**config.mk**
```make
export PLATFORM = sky130hd
export DESIGN_NAME = irq_cascade_ctrl
export DESIGN_NICKNAME = d
export VERILOG_FILES = /design/src/rtl/irq_cascade_ctrl.sv
export SDC_FILE = /design/constraint.sdc
export NUM_CORES = 1
export LEC_CHECK = 0
export CORE_MARGIN = 5
export CORE_UTILIZATION = 40
export DETAILED_ROUTE_END_ITERATION = 16
export PLACE_DENSITY = 0.66
export REMOVE_ABC_BUFFERS = 1
export SYNTH_ARGS = -nofsm -noshare
export SYNTH_HDL_FRONTEND = slang
export SYNTH_SLANG_ARGS = --single-unit
```
**constraint.sdc**
```tcl
create_clock -name clk -period 3.1 [get_ports clk]
set_clock_uncertainty 0.15 [all_clocks]
set_input_delay 0.465 -clock clk [delete_from_list [all_inputs] [get_ports clk]]
set_output_delay 0.465 -clock clk [all_outputs]
set_load 0.05 [all_outputs]
```
**src/rtl/irq_cascade_ctrl.sv**
```systemverilog
module irq_cascade_ctrl #(
  parameter logic [31:0] LO_ELIG  = 32'h3DFF_FFFE,
  parameter logic [31:0] HI_ELIG  = 32'h1F00_03F7,
  parameter logic [31:0] MHI_INIT = 32'h0F00_0000,
  parameter logic [31:0] NO_WIN   = 32'hFFFF_FFFE,
  parameter int          DB_BIT   = 28
) (
  input  logic        clk,
  input  logic        rst_n,
  input  logic [31:0] low_src,
  input  logic [23:0] high_lo_src,
  input  logic [3:0]  high_up_src,
  input  logic [31:0] pin_src,
  input  logic        wr_en,
  input  logic [2:0]  wr_addr,
  input  logic [31:0] wr_data,
  input  logic [2:0]  rd_addr,
  output logic [31:0] rd_data,
  input  logic        op_en,
  input  logic        op_set,
  input  logic        op_cpu1,
  input  logic [6:0]  op_num,
  output logic        cpu0_irq,
  output logic        cpu1_irq
);
  localparam int GRP = 8;

  logic [31:0] mask_lo, mask_hi, pin_mask, pin_cause;
  logic        db_mask;
  logic [31:0] nxt_lo, nxt_hi, nxt_pm;
  logic        nxt_db;
  logic [31:0] pin_act, cause_hi, act_lo, act_hi, winner;
  logic [3:0]  summ;
  logic [5:0]  w_lo, w_hi, w_pin;

  function automatic logic [5:0] top_bit(input logic [31:0] v);
    top_bit = '0;
    for (int i = 0; i < 32; i++)
      if (v[i]) top_bit = {1'b1, 5'(i)};
  endfunction

  assign pin_act = pin_cause & pin_mask;

  for (genvar g = 0; g < 4; g++) begin : g_summ
    assign summ[g] = |pin_act[g*GRP +: GRP];
  end

  assign cause_hi = {high_up_src, summ, high_lo_src};
  assign act_lo   = low_src & mask_lo & LO_ELIG;
  assign act_hi   = cause_hi & mask_hi & HI_ELIG;
  assign w_lo     = top_bit(act_lo);
  assign w_hi     = top_bit(act_hi);
  assign w_pin    = top_bit(pin_act);

  always_comb begin
    winner = NO_WIN;
    if (w_lo[5])
      winner = {27'd0, w_lo[4:0]};
    else if (w_hi[5]) begin
      if (w_hi[4:3] == 2'b11 && w_hi[2] == 1'b0)
        winner = 32'd64 + {27'd0, w_pin[4:0]};
      else
        winner = 32'd32 + {27'd0, w_hi[4:0]};
    end
  end

  always_comb begin
    nxt_lo = mask_lo;
    nxt_hi = mask_hi;
    nxt_pm = pin_mask;
    nxt_db = db_mask;
    if (wr_en) begin
      case (wr_addr)
        3'd0: nxt_lo = wr_data;
        3'd1: nxt_hi = wr_data;
        3'd2: nxt_pm = wr_data;
        3'd4: nxt_db = wr_data[DB_BIT];
        default: ;
      endcase
    end
    if (op_en) begin
      if (op_cpu1) begin
        if (op_num == 7'(DB_BIT)) nxt_db = op_set;
      end else begin
        case (op_num[6:5])
          2'b00: nxt_lo[op_num[4:0]] = op_set;
          2'b01: nxt_hi[op_num[4:0]] = op_set;
          2'b10: nxt_pm[op_num[4:0]] = op_set;
          default: ;
        endcase
      end
    end
  end

  always_ff @(posedge clk) begin
    if (!rst_n) begin
      mask_lo   <= '0;
      mask_hi   <= MHI_INIT;
      pin_mask  <= '0;
      db_mask   <= 1'b0;
      pin_cause <= '0;
      cpu0_irq  <= 1'b0;
      cpu1_irq  <= 1'b0;
    end else begin
      mask_lo   <= nxt_lo;
      mask_hi   <= nxt_hi;
      pin_mask  <= nxt_pm;
      db_mask   <= nxt_db;
      pin_cause <= ((wr_en && wr_addr == 3'd3) ? (pin_cause & wr_data) : pin_cause) | pin_src;
      cpu0_irq  <= |act_lo | |act_hi;
      cpu1_irq  <= low_src[DB_BIT] & db_mask;
    end
  end

  always_comb begin
    case (rd_addr)
      3'd0:    rd_data = mask_lo;
      3'd1:    rd_data = mask_hi;
      3'd2:    rd_data = pin_mask;
      3'd3:    rd_data = pin_cause;
      3'd4:    rd_data = 32'(db_mask) << DB_BIT;
      3'd5:    rd_data = winner;
      default: rd_data = '0;
    endcase
  end
endmodule


```
# --- Word level (Yosys, flattened, before mapping) ---
# Index checks and enable logic that the tools add are counted.
totals:
  out_inout_bits: 34
  elab_cells: 147
  regBits: 131
op_classes:
  addsub: 2
  eq_ne: 13
  muxes: 103
  magnitude_cmp: 2
  n_reduce_logical: 12
  n_bitwise: 8
ops:
  columns: ["op", "count"]
  rows:
  - ["2-to-1 mux 32 bit", 18]
  - ["2-to-1 mux 6 bit", 42]
  - ["case mux 32 bit (6 select lines)", 1]
  - ["2-to-1 mux 5 bit", 31]
  - ["bitwise mux 32 bit", 3]
  - ["bitwise AND 32 bit", 2]
  - ["OR 32 bit", 1]
  - ["OR reduction 8 bit", 4]
  - ["bitwise AND 30 bit", 1]
  - ["bitwise AND 29 bit", 1]
  - ["OR reduction 28 bit", 1]
  - ["OR reduction 14 bit", 1]
  - ["== test 3 x 2 -> 1 bit (second input constant)", 4]
  - ["== test 3 bit (second input constant)", 3]
  - ["adder 7 x 5 -> 8 bit (first input constant)", 1]
  - ["2-to-1 mux 8 bit", 1]
  - ["adder 6 x 5 -> 7 bit (first input constant)", 1]
  - ["== test 7 x 5 -> 1 bit (second input constant)", 1]
  - ["== test 3 x 1 -> 1 bit (second input constant)", 2]
  - ["logical NOT 3 bit", 2]
  - ["less-than comparator 5 x 6 -> 1 bit (second input constant)", 1]
  - ["2-to-1 mux 1 bit", 6]
  - ["demux 1 bit (select 5 bit)", 1]
  - ["greater-or-equal comparator 5 x 1 -> 1 bit (second input constant)", 1]
  - ["other kinds (7)", 10]

# --- Longest topological paths before layout ---
# Gate-level depths: netlist (run 1).
depth:
  ltp_word: 37
  ltp_mapped: 8
  mapped_depth_nobuf: 7

# --- Worst setup path after synthesis (run 1) ---
# Ideal clock, no wire load.
synth_path:
  path_type: "register to output"
  startpoint: "register pin_cause[4]"
  endpoint: "output port rd_data[5]"
  t_arrival_ps: 3577
  slack_ps: -1092
  n_path_buf: 0
  path_stages_with_launch: 7
  required_ps: 2485
  cell_sequence: "dfxtp_1 > a22o_1 > or4_1 > a22o_1 > a221oi_4 > nor2_1 > o311ai_0"
synth_between:
  elab_chain_cells: 34
  word_cells_on_any_way: 45
  cone_classes: "2 x add/sub; 1 x eq/ne; 37 x mux; 3 x bitwise; 2 x reduce/logical"
synth_rtl:
  columns: ["element", "line_no", "source"]
  rows:
  - ["start: declaration", "28", "logic [31:0] mask_lo, mask_hi, pin_mask, pin_cause;"]
  - ["start signal: assignment", "109", "pin_cause <= ((wr_en && wr_addr == 3'd3) ? (pin_cause & wr_data) : pin_cause) | pin_src;"]
  - ["bitwise AND 32 bit *", "42", "assign pin_act = pin_cause & pin_mask;"]
  - ["2-to-1 mux 5 bit (28 in series)", "39", "if (v[i]) top_bit = {1'b1, 5'(i)};"]
  - ["adder 7 x 5 -> 8 bit", "61", "winner = 32'd64 + {27'd0, w_pin[4:0]};"]
  - ["2-to-1 mux 8 bit", "60", "if (w_hi[4:3] == 2'b11 && w_hi[2] == 1'b0)"]
  - ["2-to-1 mux 32 bit *", "59", "else if (w_hi[5]) begin"]
  - ["2-to-1 mux 32 bit *", "57", "if (w_lo[5])"]
  - ["case mux 32 bit (6 select lines) *", "116", "case (rd_addr)"]
  - ["end: declaration", "18", "output logic [31:0] rd_data,"]
# Every way passes the cells marked *; elsewhere a longest branch is shown, timed or not.

# --- Worst setup path in the final report (run 1) ---
layout_path:
  startpoint: "register pin_cause[6]"
  endpoint: "output port rd_data[0]"
layout_between:
  elab_chain_cells: 32
  word_cells_on_any_way: 43
  cone_classes: "2 x add/sub; 1 x eq/ne; 35 x mux; 3 x bitwise; 2 x reduce/logical"
layout_rtl:
  columns: ["element", "line_no"]
  rows:
  - ["bitwise AND 32 bit *", "42"]
  - ["2-to-1 mux 5 bit (26 in series)", "39"]
  - ["adder 7 x 5 -> 8 bit", "61"]
  - ["2-to-1 mux 8 bit", "60"]
  - ["2-to-1 mux 32 bit *", "59"]
  - ["2-to-1 mux 32 bit *", "57"]
  - ["case mux 32 bit (6 select lines) *", "116"]
# Marked as above.

==> results of run 1 <==
-- power by group through the flow --
stage                     combinational (uW)  clock [uW]  sequential, uW
after global routing                    1300        1960            1810
after global placement                  1150           0            1830
final                                   1240        1880            1800
after floorplan                          467           0            1830
after CTS                               1230        1890            1800
after detailed placement                1150           0            1830
-- flip-flops by register name, indices dropped and copies added, names as in the netlist --
register / flops
mask_hi: 32
db_mask: 1
mask_lo: 32
pin_mask: 32
cpu0_irq: 1
pin_cause: 32
cpu1_irq: 1
-- Yosys cell counts, drive strengths merged (2+ instances only) --
library cell and instances:
a32o 5, a21boi 3, o21ai 102, and3 3, a221oi 4, o21a 64, o311ai 2, dfxtp 131
a22o 9, a21oi 11, and2 4, buf 6, o2111ai 3, a22oi 83, or2 3, nand4 12
clkbuf 70, nor3 6, inv 4, nand3 42, nand2b 6, a32oi 4, mux2i 99, nor2b 4
and3b 4, nand4b 2, nand3b 3, nor2 14, nor3b 8, o211ai 8, a31oi 7, o311a 91
o211a 2, nand2 101
-- cells by family (layout without fill, tap and decap cells) --
| kind of cell | count (synthesis) | in the layout | synth area share, % |
|---|---|---|---|
| AND/OR/NAND/NOR | 216 | 216 | 12.9 |
| buffers and inverters | 80 | 313 | 3.94 |
| flip-flops | 131 | 131 | 32.5 |
| multiplexers | 100 | 100 | 12.6 |
| AO/OA/AOI/OAI | 408 | 408 | 38.1 |
-- per-layer routing --
| metal | part of all wire, % | track usage (%) | wire [um] |
|---|---|---|---|
| met2 | 45 | 43.2 | 14900 |
| met1 | 43 | 36.6 | 14000 |
| met5 | 0 | 0 | 0 |
| met4 | 3.4 | 10.2 | 1130 |
| met3 | 8.8 | 6.31 | 2880 |
-- final timing paths --
check / to / startpoint / cells after the start
setup / recovery: rd_data[0] / pin_cause[6]$_SDFF_PN0_ / 9
hold / removal: cpu1_irq$_SDFF_PN0_ / db_mask$_SDFF_PN0_ / 1
setup reg to reg: cpu0_irq$_SDFF_PN0_ / pin_cause[6]$_SDFF_PN0_ / 7
hold reg to reg: cpu1_irq$_SDFF_PN0_ / db_mask$_SDFF_PN0_ / 1
-- placed cells by master, fill, tap and decap left out, types with 6 or more instances in the layout --
master	instances
sky130_fd_sc_hd__o311a_1	91
sky130_fd_sc_hd__o21ai_0	100
sky130_fd_sc_hd__nand2_1	100
sky130_fd_sc_hd__nor2_1	12
sky130_fd_sc_hd__o211ai_1	8
sky130_fd_sc_hd__clkdlybuf4s50_1	120
sky130_fd_sc_hd__nand3_4	24
sky130_fd_sc_hd__dfxtp_1	131
sky130_fd_sc_hd__a22o_1	9
sky130_fd_sc_hd__buf_12	42
sky130_fd_sc_hd__clkbuf_1	6
sky130_fd_sc_hd__buf_4	113
sky130_fd_sc_hd__nand3_1	15
sky130_fd_sc_hd__clkbuf_16	17
sky130_fd_sc_hd__a31oi_1	7
sky130_fd_sc_hd__nand4_1	12
sky130_fd_sc_hd__o21a_1	64
sky130_fd_sc_hd__a21oi_1	11
sky130_fd_sc_hd__nand2b_1	6
sky130_fd_sc_hd__mux2i_1	99
sky130_fd_sc_hd__a22oi_1	82
-- worst max-delay path, delay by kind of cell, from the launching register on --
kind / cells / cell delay, ns
and+or+nand+nor: 2 / 0.65
buffers and inverters: 2 / 0.33
DFF: 1 / 0.31
AOI/OAI and AO/OA: 5 / 1.23
-- cell type report --
cell class              count  area, sq um  share of cell area (%)
inverters                   4         15.0                   0.125
repair buffers            278         2930                    24.5
flip-flops and latches    131         2620                    21.9
clock buffers              25          475                    3.97
well taps                 270          338                    2.82
clock inverters             6         55.1                   0.460
multi-input cells         724         5540                    46.2
-- repair_timing --
action | in CTS | in global routing
endpoints found under the setup margin | 32 | 32
gates resized for setup | 72 | 1
hold buffers | 0 | 0
cloned | 1 | 0
pin swaps | 6 | 2
setup buffers | 1 | 1
-- per-stage QoR --
stage / setup slack (ns) / instance area (sq um) / power (uW)
2_1_floorplan: -1.79 / 7760 / 2300
3_3_place_gp: -0.272 / 11000 / 2980
3_5_place_dp: -0.325 / 11000 / 2990
4_1_cts: -0.442 / 12000 / 4910
5_1_grt: -0.531 / 12000 / 5070
6_report: -0.450 / 12000 / 4930
==> results_dict.tcl, run 1 <==
set metrics [dict create \
    final-hold-violation-count 0 \
    wl_per_cell_um 22.9 \
    power.clock.fraction_pct 38.2 \
    finalMaxSlewViolations 0 \
    ys_warn_count 0 \
    worst_reg2reg_setup_slack_ns 0.71 \
    cts_made_buffers 17 \
    clockBufferDepth 2 \
    ioPinCount 177 \
    port_buffers 154 \
    most_common_cell_type_on_the_critical_path "sky130_fd_sc_hd__a22o_1" \
    timing.setup.tns_ns -11.73 \
    synth.area.top_cells "sky130_fd_sc_hd__dfxtp_1, sky130_fd_sc_hd__mux2i_1, sky130_fd_sc_hd__o311a_1, sky130_fd_sc_hd__a22oi_1, sky130_fd_sc_hd__o21ai_0" \
    run_status "finished with violations" \
    yosysTopAreaCellShare_pct 32.5 \
    comb_power_share_pct 25.3 \
    finalCriticalPeriod_ns 3.55 \
    timing.final.setup_violations 32 \
    fin_crit_sh_pct 115 \
    final_hold_slack_ns 0.421 \
    worst_path_largest_cell_delay_ns 0.54 \
    yosys.area.top_type "sky130_fd_sc_hd__dfxtp_1" \
    fin_util_pct 59.8 \
    timing_worst_setup_path_type "flip-flop to primary output" \
    dpl.cell_count 1405 \
    track_usage_pct 27.4 \
    synthesis.instances 935 \
    synth-edff-count 0 \
    final.fill_count 1766 \
    drc_errors 0 \
    setup.worst_path.end_class "primary output" \
    hpwl_mm 23.1 \
    finalWorstSetupSlack_ns -0.450 \
    instances_no_fill 1438 \
    postSynthRegisterBits 131 \
    ys_dominant_reg_cell "sky130_fd_sc_hd__dfxtp_1" \
    routed_via_density 6.30 \
    timing.critical_path.cells "a22o_1 -> or4_4 -> a22o_1 -> a221oi_4 -> buf_4 -> a41oi_2 -> a211o_1 -> nand3_2 -> buf_12" \
    yosys.cell_types.count 53 \
    cp.arrival_ns 2.93 \
    power_per_cell_area_mw_per_mm2 411 \
    worst_slew_margin_rel_pct 56.7 \
    chipWidth_um 152 \
    antenna-diode-count 0 \
    p_sw_uw 1450 \
    maximum_number_of_pins_on_one_net_before_global_route_repair 61 \
    grt_setup_unrepaired "yes" \
    drive_gt1_share_pct 19.8 \
    antenna_violating_nets_post_route 0 \
    syn_area_per_cell_sq_um 8.62 \
    power.share.switching_pct 29.4 \
    syn_area_sq_mm 0.00806 \
    worst_setup_path_start_kind "flip-flop" \
    worst_supply_voltage_drop_on_vdd_v 0.000331 \
    drt_iter0_markers 930 \
    first_pass_grt_wire_length_mm 50.8 \
    gp_congestion 0.995 \
    placementRows 52 \
    violations_in_the_final_reports "negative setup slack" \
    min-delay-path-class "flip-flop to flip-flop" \
    yosysSeqAreaShare_pct 32.5 \
    drtPass1Iterations 5 \
    dr_total_vias 9063 \
    critical_path.max_fanout 4 \
    htree_levels 4 \
    number_of_global_route_vias_before_repair 8879 \
    die_area_sq_mm 0.0231 \
    finalWirelength_mm 32.9 \
    cts_num_sinks 131 \
    initial_antenna_violation_count 0 \
    leakagePower_uw 0.00445 \
    clockRootBuffer "sky130_fd_sc_hd__clkbuf_16" \
    die_height_um 152 \
    clkLatencyLatePin_ns 0.42 \
    floorplan.initialDensity_pct 40.2 \
    design_internal_power_uw 3480 \
    core_sq_mm 0.0200 \
    nets 1299 \
    power.share.sequential_pct 36.6 \
    async_flop_share_pct 0 \
    timing.critical_path.required_ns 2.48 \
    grt_remaining_overflow 0 \
    max_freq_mhz 282 \
    area_growth_from_synthesis_to_layout_pct 48.5 \
    drv.max_cap_violation_count 0 \
    cts_tree "built" \
    least_margin_pin_slew_ns 0.650 \
    clkSlewWorstSetupHoldPaths_ns 0.05 \
    critical-path-slowest-cell "sky130_fd_sc_hd__or4_4" \
]
Note: power is estimated with default switching activity, not from simulation.
==> run 2, diff against run 1 <==
--- a/config.mk
+++ b/config.mk
@@ -5,11 +5,15 @@
 export SDC_FILE = /design/constraint.sdc
 export NUM_CORES = 1
 export LEC_CHECK = 0
+export CAP_MARGIN = 25
+export CELL_PAD_IN_SITES_DETAIL_PLACEMENT = 1
+export CELL_PAD_IN_SITES_GLOBAL_PLACEMENT = 2
 export CORE_MARGIN = 5
-export CORE_UTILIZATION = 40
+export CORE_UTILIZATION = 30
 export DETAILED_ROUTE_END_ITERATION = 16
-export PLACE_DENSITY = 0.66
+export PLACE_DENSITY_LB_ADDON = 0.1
 export REMOVE_ABC_BUFFERS = 1
+export SKIP_CTS_REPAIR_TIMING = 1
 export SYNTH_ARGS = -nofsm -noshare
 export SYNTH_HDL_FRONTEND = slang
 export SYNTH_SLANG_ARGS = --single-unit
==> results_dict.tcl, run 2 (synthesized netlist as in run 1, its figures left out) <==
set metrics [dict create \
    design_internal_power_uw 3990 \
    critical_path.max_fanout 16 \
    worst_supply_voltage_drop_on_vdd_v 0.000270 \
    final_hold_slack_ns 0.398 \
    r2r-start "pin_cause[4]$_SDFF_PN0_" \
    grt_setup_unrepaired "yes" \
    maximum_number_of_pins_on_one_net_before_global_route_repair 98 \
    core_sq_mm 0.0267 \
    clockBufferDepth 2 \
    worst_hold_startpoint "rst_n" \
    final.fill_count 3003 \
    finalWorstSetupSlack_ns -0.541 \
    comb_power_share_pct 22.9 \
    power_per_cell_area_mw_per_mm2 453 \
    power.share.sequential_pct 32.2 \
    gp_congestion 0.863 \
    routed_via_density 5.83 \
    initial_antenna_violation_count 0 \
    htree_levels 4 \
    cts_tree "built" \
    area_used_by_multi_input_combinational_logic_sq_mm 0.00543 \
    ioPinCount 177 \
    clkLatencyLatePin_ns 0.44 \
    least_margin_pin_slew_ns 0.712 \
    timing.final.setup_violations 32 \
    power.clock.fraction_pct 44.9 \
    nets 1328 \
    hold_depth 2 \
    timing_worst_setup_path_type "flip-flop to primary output" \
    finalMaxSlewViolations 0 \
    floorplan.initialDensity_pct 30.2 \
    finalWirelength_mm 38.6 \
    die_area_sq_mm 0.0303 \
    drt_iter0_markers 650 \
    run_status "finished with violations" \
    leakagePower_uw 0.00463 \
    worst-r2r-cell-count 6 \
    placementRows 60 \
    p_sw_uw 1580 \
    totalPowerFinal_uw 5580 \
    cp.arrival_ns 3.03 \
    worstReg2RegEnd "cpu0_irq$_SDFF_PN0_" \
    dr_total_vias 8973 \
    port_buffers 154 \
    track_usage_pct 24.5 \
    mostFrequentLayoutCells "sky130_fd_sc_hd__buf_4, sky130_fd_sc_hd__dfxtp_1, sky130_fd_sc_hd__clkdlybuf4s50_1, sky130_fd_sc_hd__nand2_1, sky130_fd_sc_hd__o21ai_0" \
    antenna-diode-count 0 \
    place_ws_ns -0.414 \
    number_of_global_route_vias_before_repair 9183 \
    timing.critical_path.required_ns 2.48 \
    hpwl_mm 26.6 \
    instances_no_fill 1539 \
    finalCriticalPeriod_ns 3.64 \
    first_pass_grt_wire_length_mm 57.5 \
    power.share.switching_pct 28.4 \
    hold_end "pin_cause[6]$_SDFF_PN0_" \
    clockRootBuffer "sky130_fd_sc_hd__clkbuf_16" \
    area_occupied_by_registers_sq_mm 0.00263 \
    die_height_um 174 \
    min-delay-path-class "input pin to flip-flop" \
    dpl.cell_count 1502 \
    grt_remaining_overflow 0 \
    final-hold-violation-count 0 \
    cts_made_buffers 17 \
    drc_errors 0 \
    mostFrequentLayoutCell "sky130_fd_sc_hd__buf_4" \
    fin_crit_sh_pct 117 \
    worst_reg2reg_setup_slack_ns 0.69 \
    area_growth_from_synthesis_to_layout_pct 52.8 \
    violations_in_the_final_reports "negative setup slack" \
    wl_per_cell_um 25.1 \
    max_freq_mhz 275 \
    cts_num_sinks 131 \
    clkSlewWorstSetupHoldPaths_ns 0.06 \
    antenna_violating_nets_post_route 0 \
    drtPass1Iterations 5 \
    worst_slew_margin_rel_pct 52.5 \
    worst_setup_path_start_kind "flip-flop" \
    fin_util_pct 46.1 \
    chipWidth_um 174 \
    drv.max_cap_violation_count 0 \
    setup.worst_path.end_class "primary output" \
    drive_gt1_share_pct 22.5 \
]
[run 2: power groups by stage]
stage / logic (uW) / clock network (uW) / registers [uW]
final: 1280 / 2500 / 1800
after global routing: 1350 / 2590 / 1800
after CTS: 1200 / 2530 / 1790
after detailed placement: 1200 / 0 / 1830
after global placement: 1190 / 0 / 1830
after floorplan: 467 / 0 / 1830
[run 2: stage by stage]
step,TNS [ns],instance area [sq um]
6_report,-13.62,12300
5_1_grt,-16.85,12300
4_1_cts,-20.03,12000
3_5_place_dp,-10.24,11300
3_3_place_gp,-7.73,11300
2_1_floorplan,-168.39,7760
[run 2: how the worst max path moves through the flow]
stage / startpoint / endpoint / slack, ns / cells after the start
2_1_floorplan: wr_addr[1] / mask_hi[0]$_SDFF_PN0_ / -1.79 / 5
3_3_place_gp: low_src[19] / rd_data[6] / -0.32 / 10
3_5_place_dp: low_src[19] / rd_data[28] / -0.41 / 10
4_1_cts: pin_cause[6]$_SDFF_PN0_ / rd_data[28] / -0.73 / 9
5_1_grt: pin_mask[0]$_SDFF_PN0_ / rd_data[28] / -0.65 / 9
6_report: pin_cause[4]$_SDFF_PN0_ / rd_data[28] / -0.54 / 9
[run 2: critical path, cell delays in order, from the launching register on]
cell and delay [ns]:
sky130_fd_sc_hd__dfxtp_1 0.33, sky130_fd_sc_hd__a22o_1 0.24, sky130_fd_sc_hd__or4_4 0.56, sky130_fd_sc_hd__a22o_4 0.27, sky130_fd_sc_hd__a221oi_4 0.31, sky130_fd_sc_hd__and2b_2 0.27, sky130_fd_sc_hd__nand2_4 0.08, sky130_fd_sc_hd__buf_12 0.18
sky130_fd_sc_hd__o311ai_1 0.15, sky130_fd_sc_hd__buf_12 0.20
[run 2: final cells by class]
class	count	share of cell area (%)
Clock buffer	20	3.71
Clock inverter	12	2.04
Inverter	4	0.122
Multi-Input combinational cell	724	44.1
Sequential cell	131	21.3
Tap cell	341	3.46
Timing Repair Buffer	307	25.3
[run 2: per-layer routing]
layer  up-vias  share of wire, %  GRT usage [%]
met3        34               5.1           4.20
met5         -                 0              0
li1       4212                 -              -
met4         0               1.6           5.77
met1      4456                46           33.8
met2       271                47           40.0
==> run 3, diff against run 2 <==
--- a/config.mk
+++ b/config.mk
@@ -5,7 +5,6 @@
 export SDC_FILE = /design/constraint.sdc
 export NUM_CORES = 1
 export LEC_CHECK = 0
-export CAP_MARGIN = 25
 export CELL_PAD_IN_SITES_DETAIL_PLACEMENT = 1
 export CELL_PAD_IN_SITES_GLOBAL_PLACEMENT = 2
 export CORE_MARGIN = 5
==> results of run 3 <==
Same layout as run 2: the final DEF is identical, and so are final timing and power.
